**src/rtl/lcdt_pkg.sv**
```systemverilog
package lcdt_pkg;

   localparam int LEN_W     = 11;
   localparam int ACT_LSB   = 0;
   localparam int ACT_W     = 10;
   localparam int SYNC_LSB  = 10;
   localparam int SYNC_W    = 6;
   localparam int FRONT_LSB = 16;
   localparam int BACK_LSB  = 24;
   localparam int PORCH_W   = 8;
   localparam int CFG_W     = BACK_LSB + PORCH_W;

   localparam int DIV_LSB   = 0;
   localparam int DIV_W     = 8;
   localparam int ACB_LSB   = 8;
   localparam int ACB_W     = 8;
   localparam int POL_LSB   = 20;
   localparam int POL_W     = 6;
   localparam int POL_VS    = 0;
   localparam int POL_HS    = 1;

   typedef enum logic [1:0] {
      PH_SYNC  = 2'd0,
      PH_BACK  = 2'd1,
      PH_ACT   = 2'd2,
      PH_FRONT = 2'd3
   } lcdt_phase_e;

   typedef struct packed {
      logic [LEN_W-1:0] sync_len;
      logic [LEN_W-1:0] back_len;
      logic [LEN_W-1:0] act_len;
      logic [LEN_W-1:0] front_len;
   } lcdt_axis_t;

   // Active and sync fields are always stored minus one; porches only when biased.
   function automatic lcdt_axis_t unpack_axis(input logic [CFG_W-1:0] w,
                                              input logic porch_biased);
      lcdt_axis_t a;
      logic [LEN_W-1:0] bias;
      bias        = porch_biased ? LEN_W'(1) : '0;
      a.act_len   = LEN_W'(w[ACT_LSB +: ACT_W]) + LEN_W'(1);
      a.sync_len  = LEN_W'(w[SYNC_LSB +: SYNC_W]) + LEN_W'(1);
      a.front_len = LEN_W'(w[FRONT_LSB +: PORCH_W]) + bias;
      a.back_len  = LEN_W'(w[BACK_LSB +: PORCH_W]) + bias;
      return a;
   endfunction

endpackage

```
**src/rtl/lcdt_pixdiv.sv**
```systemverilog
module lcdt_pixdiv #(
   parameter int DIV_W   = 8,
   parameter int TFT_MIN = 2,
   parameter int PAS_MIN = 3
) (
   input  logic             clk,
   input  logic             rst_n,
   input  logic             run,
   input  logic             tft,
   input  logic [DIV_W-1:0] div_field,
   output logic             stb
);
   localparam logic [DIV_W-1:0] TMIN = DIV_W'(TFT_MIN);
   localparam logic [DIV_W-1:0] PMIN = DIV_W'(PAS_MIN);

   initial begin
      assert (TFT_MIN >= 2 && PAS_MIN >= 2) else $error("divider floor below 2");
      assert (PAS_MIN < (1 << DIV_W))       else $error("divider floor exceeds field");
   end

   logic [DIV_W-1:0] floor_v;
   logic [DIV_W-1:0] eff;
   logic [DIV_W-1:0] cnt;

   always_comb begin
      floor_v = tft ? TMIN : PMIN;
      eff     = (div_field < floor_v) ? floor_v : div_field;
   end

   assign stb = run && (cnt == eff - DIV_W'(1));

   always_ff @(posedge clk or negedge rst_n) begin
      if (!rst_n)          cnt <= '0;
      else if (!run || stb) cnt <= '0;
      else                 cnt <= cnt + DIV_W'(1);
   end
endmodule

```
**src/rtl/lcdt_axis.sv**
```systemverilog
module lcdt_axis
   import lcdt_pkg::*;
(
   input  logic        clk,
   input  logic        rst_n,
   input  logic        run,
   input  logic        step,
   input  lcdt_axis_t  len,
   output lcdt_phase_e phase,
   output logic        wrap
);
   logic [LEN_W-1:0] cnt;
   logic [LEN_W-1:0] cur_len;
   lcdt_phase_e      nxt;
   logic             last;

   always_comb begin
      unique case (phase)
         PH_SYNC:  cur_len = len.sync_len;
         PH_BACK:  cur_len = len.back_len;
         PH_ACT:   cur_len = len.act_len;
         default:  cur_len = len.front_len;
      endcase
      // zero-length porches are skipped
      unique case (phase)
         PH_SYNC:  nxt = (len.back_len != '0) ? PH_BACK : PH_ACT;
         PH_BACK:  nxt = PH_ACT;
         PH_ACT:   nxt = (len.front_len != '0) ? PH_FRONT : PH_SYNC;
         default:  nxt = PH_SYNC;
      endcase
   end

   assign last = (cnt == cur_len - LEN_W'(1));
   assign wrap = run && step && last && (nxt == PH_SYNC);

   always_ff @(posedge clk or negedge rst_n) begin
      if (!rst_n) begin
         phase <= PH_SYNC;
         cnt   <= '0;
      end else if (!run) begin
         phase <= PH_SYNC;
         cnt   <= '0;
      end else if (step) begin
         if (last) begin
            phase <= nxt;
            cnt   <= '0;
         end else begin
            cnt   <= cnt + LEN_W'(1);
         end
      end
   end
endmodule

```
**src/rtl/lcdt_status.sv**
```systemverilog
module lcdt_status (
   input  logic clk,
   input  logic rst_n,
   input  logic enable,
   input  logic frame_end,
   input  logic starve_evt,
   input  logic lost_evt,
   output logic running,
   output logic done,
   output logic fuf,
   output logic lost
);
   logic start;
   logic stop;

   assign start = enable && !running;
   assign stop  = running && !enable && frame_end;

   always_ff @(posedge clk or negedge rst_n) begin
      if (!rst_n) begin
         running <= 1'b0;
         done    <= 1'b0;
      end else if (start) begin
         running <= 1'b1;
         done    <= 1'b0;
      end else if (stop) begin
         running <= 1'b0;
         done    <= 1'b1;
      end
   end

   always_ff @(posedge clk or negedge rst_n) begin
      if (!rst_n) begin
         fuf  <= 1'b0;
         lost <= 1'b0;
      end else if (!enable) begin
         fuf  <= 1'b0;
         lost <= 1'b0;
      end else if (running) begin
         if (starve_evt) fuf  <= 1'b1;
         if (lost_evt)   lost <= 1'b1;
      end
   end
endmodule

```
**src/rtl/lcd_raster_timer.sv**
```systemverilog
module lcd_raster_timer
   import lcdt_pkg::*;
#(
   parameter int WORD_W      = 32,
   parameter bit OUT_REG     = 1'b1,
   parameter int TFT_DIV_MIN = 2,
   parameter int PAS_DIV_MIN = 3
) (
   input  logic              clk,
   input  logic              rst_n,
   input  logic              enable,
   input  logic              tft_mode,
   input  logic [WORD_W-1:0] horiz_cfg,
   input  logic [WORD_W-1:0] vert_cfg,
   input  logic [WORD_W-1:0] clock_cfg,
   input  logic              pix_empty,
   input  logic              sync_err,
   output logic              pix_tick,
   output logic              hsync,
   output logic              vsync,
   output logic              de,
   output logic              pix_valid,
   output logic              ac_bias,
   output logic              frame_done,
   output logic              underflow,
   output logic              sync_lost
);
   localparam int POL_HI = POL_LSB + POL_W;

   initial begin
      assert (WORD_W == CFG_W) else $error("config word width must be %0d", CFG_W);
   end

   lcdt_axis_t       h_len, v_len;
   lcdt_phase_e      h_phase, v_phase;
   logic             pix_stb, h_wrap, frame_end;
   logic             running;
   logic             hs_act, vs_act, de_raw, pv_raw;
   logic             hs_pin, vs_pin;
   logic [DIV_W-1:0] div_field;
   logic [ACB_W-1:0] acb_field;
   logic [POL_W-1:0] pol;
   logic             unused_cfg_bits;

   assign h_len     = unpack_axis(horiz_cfg, 1'b1);
   assign v_len     = unpack_axis(vert_cfg, 1'b0);
   assign div_field = clock_cfg[DIV_LSB +: DIV_W];
   assign acb_field = clock_cfg[ACB_LSB +: ACB_W];
   assign pol       = clock_cfg[POL_LSB +: POL_W];
   assign unused_cfg_bits = ^{clock_cfg[WORD_W-1:POL_HI], clock_cfg[POL_LSB-1:ACB_LSB+ACB_W],
                              pol[POL_W-1:2]};

   lcdt_pixdiv #(
      .DIV_W  (DIV_W),
      .TFT_MIN(TFT_DIV_MIN),
      .PAS_MIN(PAS_DIV_MIN)
   ) u_div (
      .clk      (clk),
      .rst_n    (rst_n),
      .run      (running),
      .tft      (tft_mode),
      .div_field(div_field),
      .stb      (pix_stb)
   );

   lcdt_axis u_hax (
      .clk  (clk),
      .rst_n(rst_n),
      .run  (running),
      .step (pix_stb),
      .len  (h_len),
      .phase(h_phase),
      .wrap (h_wrap)
   );

   lcdt_axis u_vax (
      .clk  (clk),
      .rst_n(rst_n),
      .run  (running),
      .step (h_wrap),
      .len  (v_len),
      .phase(v_phase),
      .wrap (frame_end)
   );

   lcdt_status u_stat (
      .clk       (clk),
      .rst_n     (rst_n),
      .enable    (enable),
      .frame_end (frame_end),
      .starve_evt(pv_raw && pix_empty),
      .lost_evt  (sync_err),
      .running   (running),
      .done      (frame_done),
      .fuf       (underflow),
      .lost      (sync_lost)
   );

   assign hs_act = running && (h_phase == PH_SYNC);
   assign vs_act = running && (v_phase == PH_SYNC);
   assign de_raw = running && (h_phase == PH_ACT) && (v_phase == PH_ACT);
   assign pv_raw = de_raw && pix_stb;
   assign hs_pin = hs_act ~^ pol[POL_HS];
   assign vs_pin = vs_act ~^ pol[POL_VS];

   generate
      if (OUT_REG) begin : g_out_reg
         always_ff @(posedge clk or negedge rst_n) begin
            if (!rst_n) begin
               pix_tick  <= 1'b0;
               hsync     <= 1'b1;
               vsync     <= 1'b1;
               de        <= 1'b0;
               pix_valid <= 1'b0;
            end else begin
               pix_tick  <= pix_stb;
               hsync     <= hs_pin;
               vsync     <= vs_pin;
               de        <= de_raw;
               pix_valid <= pv_raw;
            end
         end
      end else begin : g_out_comb
         assign pix_tick  = pix_stb;
         assign hsync     = rst_n ? hs_pin : 1'b1;
         assign vsync     = rst_n ? vs_pin : 1'b1;
         assign de        = de_raw;
         assign pix_valid = pv_raw;
      end
   endgenerate

   logic [ACB_W-1:0] ab_cnt;
   always_ff @(posedge clk or negedge rst_n) begin
      if (!rst_n) begin
         ab_cnt  <= '0;
         ac_bias <= 1'b0;
      end else if (!running || tft_mode) begin
         ab_cnt  <= '0;
         ac_bias <= 1'b0;
      end else if (h_wrap) begin
         if (ab_cnt == acb_field) begin
            ab_cnt  <= '0;
            ac_bias <= ~ac_bias;
         end else begin
            ab_cnt  <= ab_cnt + ACB_W'(1);
         end
      end
   end
endmodule

```
**config.mk**
```make
export PLATFORM = sky130hd
export DESIGN_NAME = lcd_raster_timer
export DESIGN_NICKNAME = d
export VERILOG_FILES = /design/src/rtl/lcdt_pkg.sv /design/src/rtl/lcdt_pixdiv.sv /design/src/rtl/lcdt_axis.sv /design/src/rtl/lcdt_status.sv /design/src/rtl/lcd_raster_timer.sv
export SDC_FILE = /design/constraint.sdc
export NUM_CORES = 1
export LEC_CHECK = 0
export ABC_AREA = 1
export ABC_CLOCK_PERIOD_IN_PS = 7600
export BUFFER_PORTS_ARGS = -buffer_cell sky130_fd_sc_hd__buf_2
export CORE_MARGIN = 2
export CORE_UTILIZATION = 56
export CTS_CLUSTER_DIAMETER = 120
export DETAILED_ROUTE_END_ITERATION = 7
export MAX_ROUTING_LAYER = met4
export PLACE_DENSITY = 0.8
export SYNTH_ARGS = -nofsm -noshare
export SYNTH_HDL_FRONTEND = slang
export SYNTH_SLANG_ARGS = --single-unit
```
**constraint.sdc**
```tcl
create_clock -name clk -period 7.6 [get_ports clk]
set_input_delay 0.76 -clock clk [delete_from_list [all_inputs] [get_ports clk]]
set_output_delay 0.76 -clock clk [all_outputs]
set_load 0.01 [all_outputs]
```
==> results of run 1 <==
[cell families after synthesis]
kind of cell	count (synthesis)	synth area share, %
AOI/OAI and AO/OA	65	6.298
xor gates and xnor gates	36	5.343
buffers and inverters	166	11.62
adders and majority gates	15	3.181
and+or+nand+nor	658	51.46
DFF	52	22.09
[registers in the layout, indices dropped and copies added (netlist names)]
| name | cells |
|---|---|
| pix_valid | 1 |
| u_stat.fuf | 1 |
| u_vax.phase | 2 |
| de | 1 |
| u_hax.cnt | 11 |
| u_stat.running | 1 |
| ac_bias | 1 |
| hsync | 1 |
| vsync | 1 |
| ab_cnt | 8 |
| u_vax.cnt | 11 |
| u_div.cnt | 8 |
| pix_tick | 1 |
| u_stat.lost | 1 |
| u_hax.phase | 2 |
| u_stat.done | 1 |
[cell usage after synthesis, drive strengths merged]
cell and n:
nand2 304, nor3 13, inv 153, nand3 158, a21oi 16, a31oi 1
ha 15, nand4 43, o21bai 7, and2 1, or2 6, and3 3
nor2 112, o22ai 1, nand3b 8, buf 12, clkbuf 1, xor2 25
o21ai 33, dfstp 2, a31o 1, o21a 3, nor4 7, o211ai 1
nor3b 3, dfrtp 50, xnor2 11, a22oi 2
[metrics by stage]
| stage | utilization [%] | worst slack, ps | cells | power, mW | instance area (um^2) |
|---|---|---|---|---|---|
| 3_5_place_dp | 62.81 | 3553 | 1213 | 0.6350 | 6455 |
| 5_1_grt | 63.78 | 3531 | 1221 | 0.8765 | 6555 |
| 4_1_cts | 63.78 | 3899 | 1221 | 0.8118 | 6555 |
| 2_1_floorplan | - | 4450 | 992 | 0.5474 | 5901 |
| 6_report | 63.78 | 3914 | 1221 | 0.8044 | 6555 |
| 3_3_place_gp | 62.81 | 3606 | 1213 | 0.6272 | 6455 |
[routing by layer]
layer | vias to the layer above | routed length, um
li1 | 3403 | -
met1 | 2776 | 6990
met5 | - | 0
met2 | 182 | 6306
met3 | 12 | 864
met4 | 0 | 144
[area by class of cell]
cell class,instances,area [um^2]
clock buffers,6,82.58
clock inverters,2,17.52
fillers,1049,3722
inverters,153,574.3
multi-input cells,774,3911
flip-flops and latches,52,1304
well taps,136,170.2
repair buffers,98,495.5
[report_power, final]
part	switching, mW	internal, mW	leakage (nW)
logic	0.177	0.116	2.88
clock network	0.0978	0.0764	0.0522
registers	0.0320	0.305	0.690
[worst max path at each step]
stage            startpoint                         end  slack [ps]  cells past startpoint
2_1_floorplan  clock_cfg[3]    u_vax.cnt[5]$_DFFE_PN0P_        4450                     20
3_3_place_gp   clock_cfg[3]         ac_bias$_DFFE_PN0P_        3610                     22
3_5_place_dp   clock_cfg[3]         ac_bias$_DFFE_PN0P_        3550                     22
4_1_cts        clock_cfg[3]  u_vax.phase[0]$_DFFE_PN0P_        3900                     22
5_1_grt        clock_cfg[4]  u_vax.phase[0]$_DFFE_PN0P_        3530                     22
6_report       clock_cfg[3]  u_vax.phase[0]$_DFFE_PN0P_        3910                     22
[worst max-delay path, cell delays in order]
cell and delay (ps):
buf_2 130, inv_1 90, nand2_1 50, nor2_1 170
nand3_2 150, o21ai_2 260, ha_1 290, xor2_1 160
nand2_1 50, nand3b_1 150, nor2_1 130, nand2_1 60
nor2_1 80, nand2_1 60, nor2_1 140, nand3_1 160
nor2_2 150, inv_1 80, nor2_4 440, nand2_1 150
nand3_1 110, nand2_1 60
==> impl_metrics.ini, run 1 <==
[outcome]
status = completed

[clocking]
cts.sinks = 52
cts_root_buffer = clkbuf_8
cts.repair.resized = 0
insertion_delay_ps = 310
postCtsSetupBuffers = 0
tritoncts = done
cts.path.max_buffers = 2
clkTransAtPathRegs_ps = 100
hold_buffers = 0
htree_levels = 2
cts_buffers = 5

[global_routing]
grt_usage_pct = 26.85
grt_max_degree = 53
met3_usage_pct = 3.161
grt-busiest-layer = met2
antenna_found_initial = 0
grt_use_met1_pct = 36.99
grt_pass1_wl_um = 24850
overflow = 0
grt_pass1_vias = 5785
gr-usage-met2_pct = 43.27

[worst_setup_path]
cp-end-kind = flip-flop
reg2reg_from = u_hax.phase[1]$_DFFE_PN0P_
crit_fanout = 23
r2r_cells = 18
startpoint_type = input pin
path_class = in2reg
worstPathArrival_ps = 3890
reg2reg_slack_ps = 4320
cp.required_ps = 7800
r2r_end = u_vax.phase[0]$_DFFE_PN0P_

[yosys]
yosys_warnings = 0
syn_area_um2 = 5901
synth.yosys.seq_area_share_pct = 22.09
yosys.area.top_type = dfrtp_1
synth_top_area_share_pct = 21.20
ys_top_cells_by_area = dfrtp_1 (21%), nand2_1 (19%), nand3_1 (13%)
synth_nets = 1109
ys_ff_latch = 52
syn_area_per_cell_um2 = 5.948
synth_cells = 992
yosys.cell_types.count = 42

[finish]
drive_gt1_share_pct = 14.84
final_cell_mix = nand2_1 (295), nand3_1 (154), inv_1 (143)
diodes = 0
final_common_cell = nand2_1
syn_to_final_growth_pct = 11.09
layout.nets = 1201

[hold_path]
min_to = u_stat.lost$_DFFE_PN0P_
whs_path_depth = 2
hold_path_class = reg2reg
hp-start = u_stat.lost$_DFFE_PN0P_

[floorplanning]
start_util_pct = 57.41
num_rows = 37
die_area_um2 = 11370
ioPinCount = 111
core_area_um2 = 10280
die_height_um = 106.7
chipWidth_um = 106.7

[routing]
first_iter_violations = 497
ant_nets = 0
wl_per_cell_um = 11.72
avgViaCountPerCell = 5.219
finalWirelength_um = 14310
drc_errors = 0
drtPass1Iterations = 4
vias = 6373

[sta]
rsz0062_at_grt = false
finalMaxSlewViolations = 0
max_slew_margin_pct = 40.96
hold_viol_final = 0
hold-worst-slack_ps = 505.3
finalSetupViolCount = 0
fin_tns_setup_ps = 0
timing.final.crit_share_pct = 48.50
fin_skew_ps = 11.85
worst_pin_slew_ps = 882.3
fmaxAchievable_mhz = 271.3
layout_min_cycle_time_ps = 3686

[placed_design]
dpl.hpwl_um = 11660
port_buffers = 96
gp_congestion = 0.9368

[run]
drv_cap = 0

[pwr]
leakagePower_nw = 3.621
peakVddDrop_mv = 0.09270
powerDensity_nw_per_um2 = 122.7
Power figures use the tool's default switching activity.
==> run 2: changes to the inputs <==
Settings changed: ABC_CLOCK_PERIOD_IN_PS 7600 to 3750.
Clock period 7.6 ns to 3.75 ns, I/O delays scaled along.
==> impl_metrics.ini, run 2 (same netlist as run 1, synthesis figures left out) <==
[finish]
diodes = 0
stdcell_count = 1224
syn_to_final_growth_pct = 11.30
final_common_cell = nand2_1
drive_gt1_share_pct = 14.89
final_cell_mix = nand2_1 (295), nand3_1 (154), inv_1 (143)
layout.nets = 1204
top_regs = u_hax.cnt x11, u_vax.cnt x11
fillCellCount = 1025
final_core_utilization_pct = 63.90
postLayoutCellArea_um2 = 6568

[floorplanning]
num_rows = 37
die_area_um2 = 11370
die_height_um = 106.7
ioPinCount = 111
chipWidth_um = 106.7
start_util_pct = 57.41
core_area_um2 = 10280

[sta]
fmaxAchievable_mhz = 317.7
hold-worst-slack_ps = 57.48
worst_slack_ps = 602.5
worst_pin_slew_ps = 843.4
finalMaxSlewViolations = 0
timing.final.crit_share_pct = 83.93
layout_min_cycle_time_ps = 3147
fin_skew_ps = 5.849
finalSetupViolCount = 0
max_slew_margin_pct = 43.57
rsz0062_at_grt = false
hold_viol_final = 0
fin_tns_setup_ps = 0

[routing]
wl_per_cell_um = 11.61
drtPass1Iterations = 5
ant_nets = 0
vias = 6438
avgViaCountPerCell = 5.260
drc_errors = 0
finalWirelength_um = 14220
first_iter_violations = 508

[clocking]
insertion_delay_ps = 310
cts.path.max_buffers = 2
hold_buffers = 0
cts_buffers = 5
htree_levels = 2
cts.sinks = 52
cts_root_buffer = clkbuf_8
cts.repair.resized = 0
tritoncts = done
clkTransAtPathRegs_ps = 90
postCtsSetupBuffers = 0

[pwr]
peakVddDrop_mv = 0.1522
powerDensity_nw_per_um2 = 244.1
leakagePower_nw = 3.629
power_mw = 1.603

[run]
drv_cap = 0

[worst_setup_path]
path_class = reg2reg
r2r_cells = 17
reg2reg_slack_ps = 600
startpoint_type = flip-flop
cp_slowest_cell = dfrtp_1
cp-end-kind = flip-flop
r2r_end = u_vax.cnt[6]$_DFFE_PN0P_
reg2reg_from = u_hax.phase[1]$_DFFE_PN0P_
cpPeakStageDelay_ps = 640
cp.required_ps = 3950
crit_fanout = 11
crit_chain = nor2_4 > nand2_1 > nand3_1 > nand2_2 > ha_1 > inv_1 > nor3_1 > nand2_1 > nor2_1 > nand4_1 > nand2_1 > nand2_1 > nor2_2 > nand4_2 > buf_4 > nand3_1 > nand2_1
cp_common_cell = nand2_1
worstPathArrival_ps = 3350

[global_routing]
antenna_found_initial = 0
overflow = 0
grt_max_degree = 30
grt_pass1_wl_um = 25000
grt_usage_pct = 27.03
grt_pass1_vias = 5826

[placed_design]
dpl.hpwl_um = 11660
place_area_um2 = 6477
dp.cells = 1216
gp_congestion = 0.9483
pre_cts_ws_ps = 259.9
port_buffers = 96

[outcome]
status = completed

[hold_path]
hold_path_class = in2async
==> run 2: cell count changes in the layout (fill, tap and decap cells not counted), sizes merged <==
| cell | previous run | this run |
|---|---|---|
| buf | 98 | 101 |
| inv | 155 | 153 |
| clkbuf | 6 | 8 |
==> run 2: worst max-delay path, delay by kind of cell, from the launching register on <==
kind          cells  cell delay, ps
buf+inv           2             340
flops             1             640
simple gates     14            1890
fa+ha+maj         1             170
==> run 2: how the worst max path moves through the flow <==
stage,slack (ps),from,cells past startpoint,endpoint
finish,600,u_hax.phase[1]$_DFFE_PN0P_,17,u_vax.cnt[6]$_DFFE_PN0P_
CTS,600,clock_cfg[3],21,u_vax.cnt[6]$_DFFE_PN0P_
detailed placement,260,clock_cfg[3],21,u_vax.cnt[6]$_DFFE_PN0P_
floorplan,980,clock_cfg[3],20,u_vax.cnt[5]$_DFFE_PN0P_
global route,270,clock_cfg[5],21,u_vax.cnt[7]$_DFFE_PN0P_
global placement,270,clock_cfg[3],21,u_vax.cnt[8]$_DFFE_PN0P_
==> run 2: layout make-up <==
cell class | count | area, um^2 | area share, %
Inverter | 153 | 574.3 | 8.745
Tap cell | 136 | 170.2 | 2.591
Multi-Input combinational cell | 774 | 3911 | 59.55
Timing Repair Buffer | 101 | 518.0 | 7.887
Clock buffer | 8 | 90.09 | 1.372
Sequential cell | 52 | 1304 | 19.85
==> run 2: report_power, final <==
part	switching (mW)	total, mW	internal [mW]
combinational	0.361	0.596	0.235
sequential	0.0636	0.682	0.618
clock	0.174	0.325	0.151
==> run 2: layer usage <==
layer / track usage [%] / share of wire (%) / vias up
met3: 3.283 / 6.3 / 14
met2: 42.77 / 43 / 199
li1: - / - / 3400
met5: - / 0 / -
met1: 37.71 / 49 / 2825
met4: 5.473 / 1.1 / 0
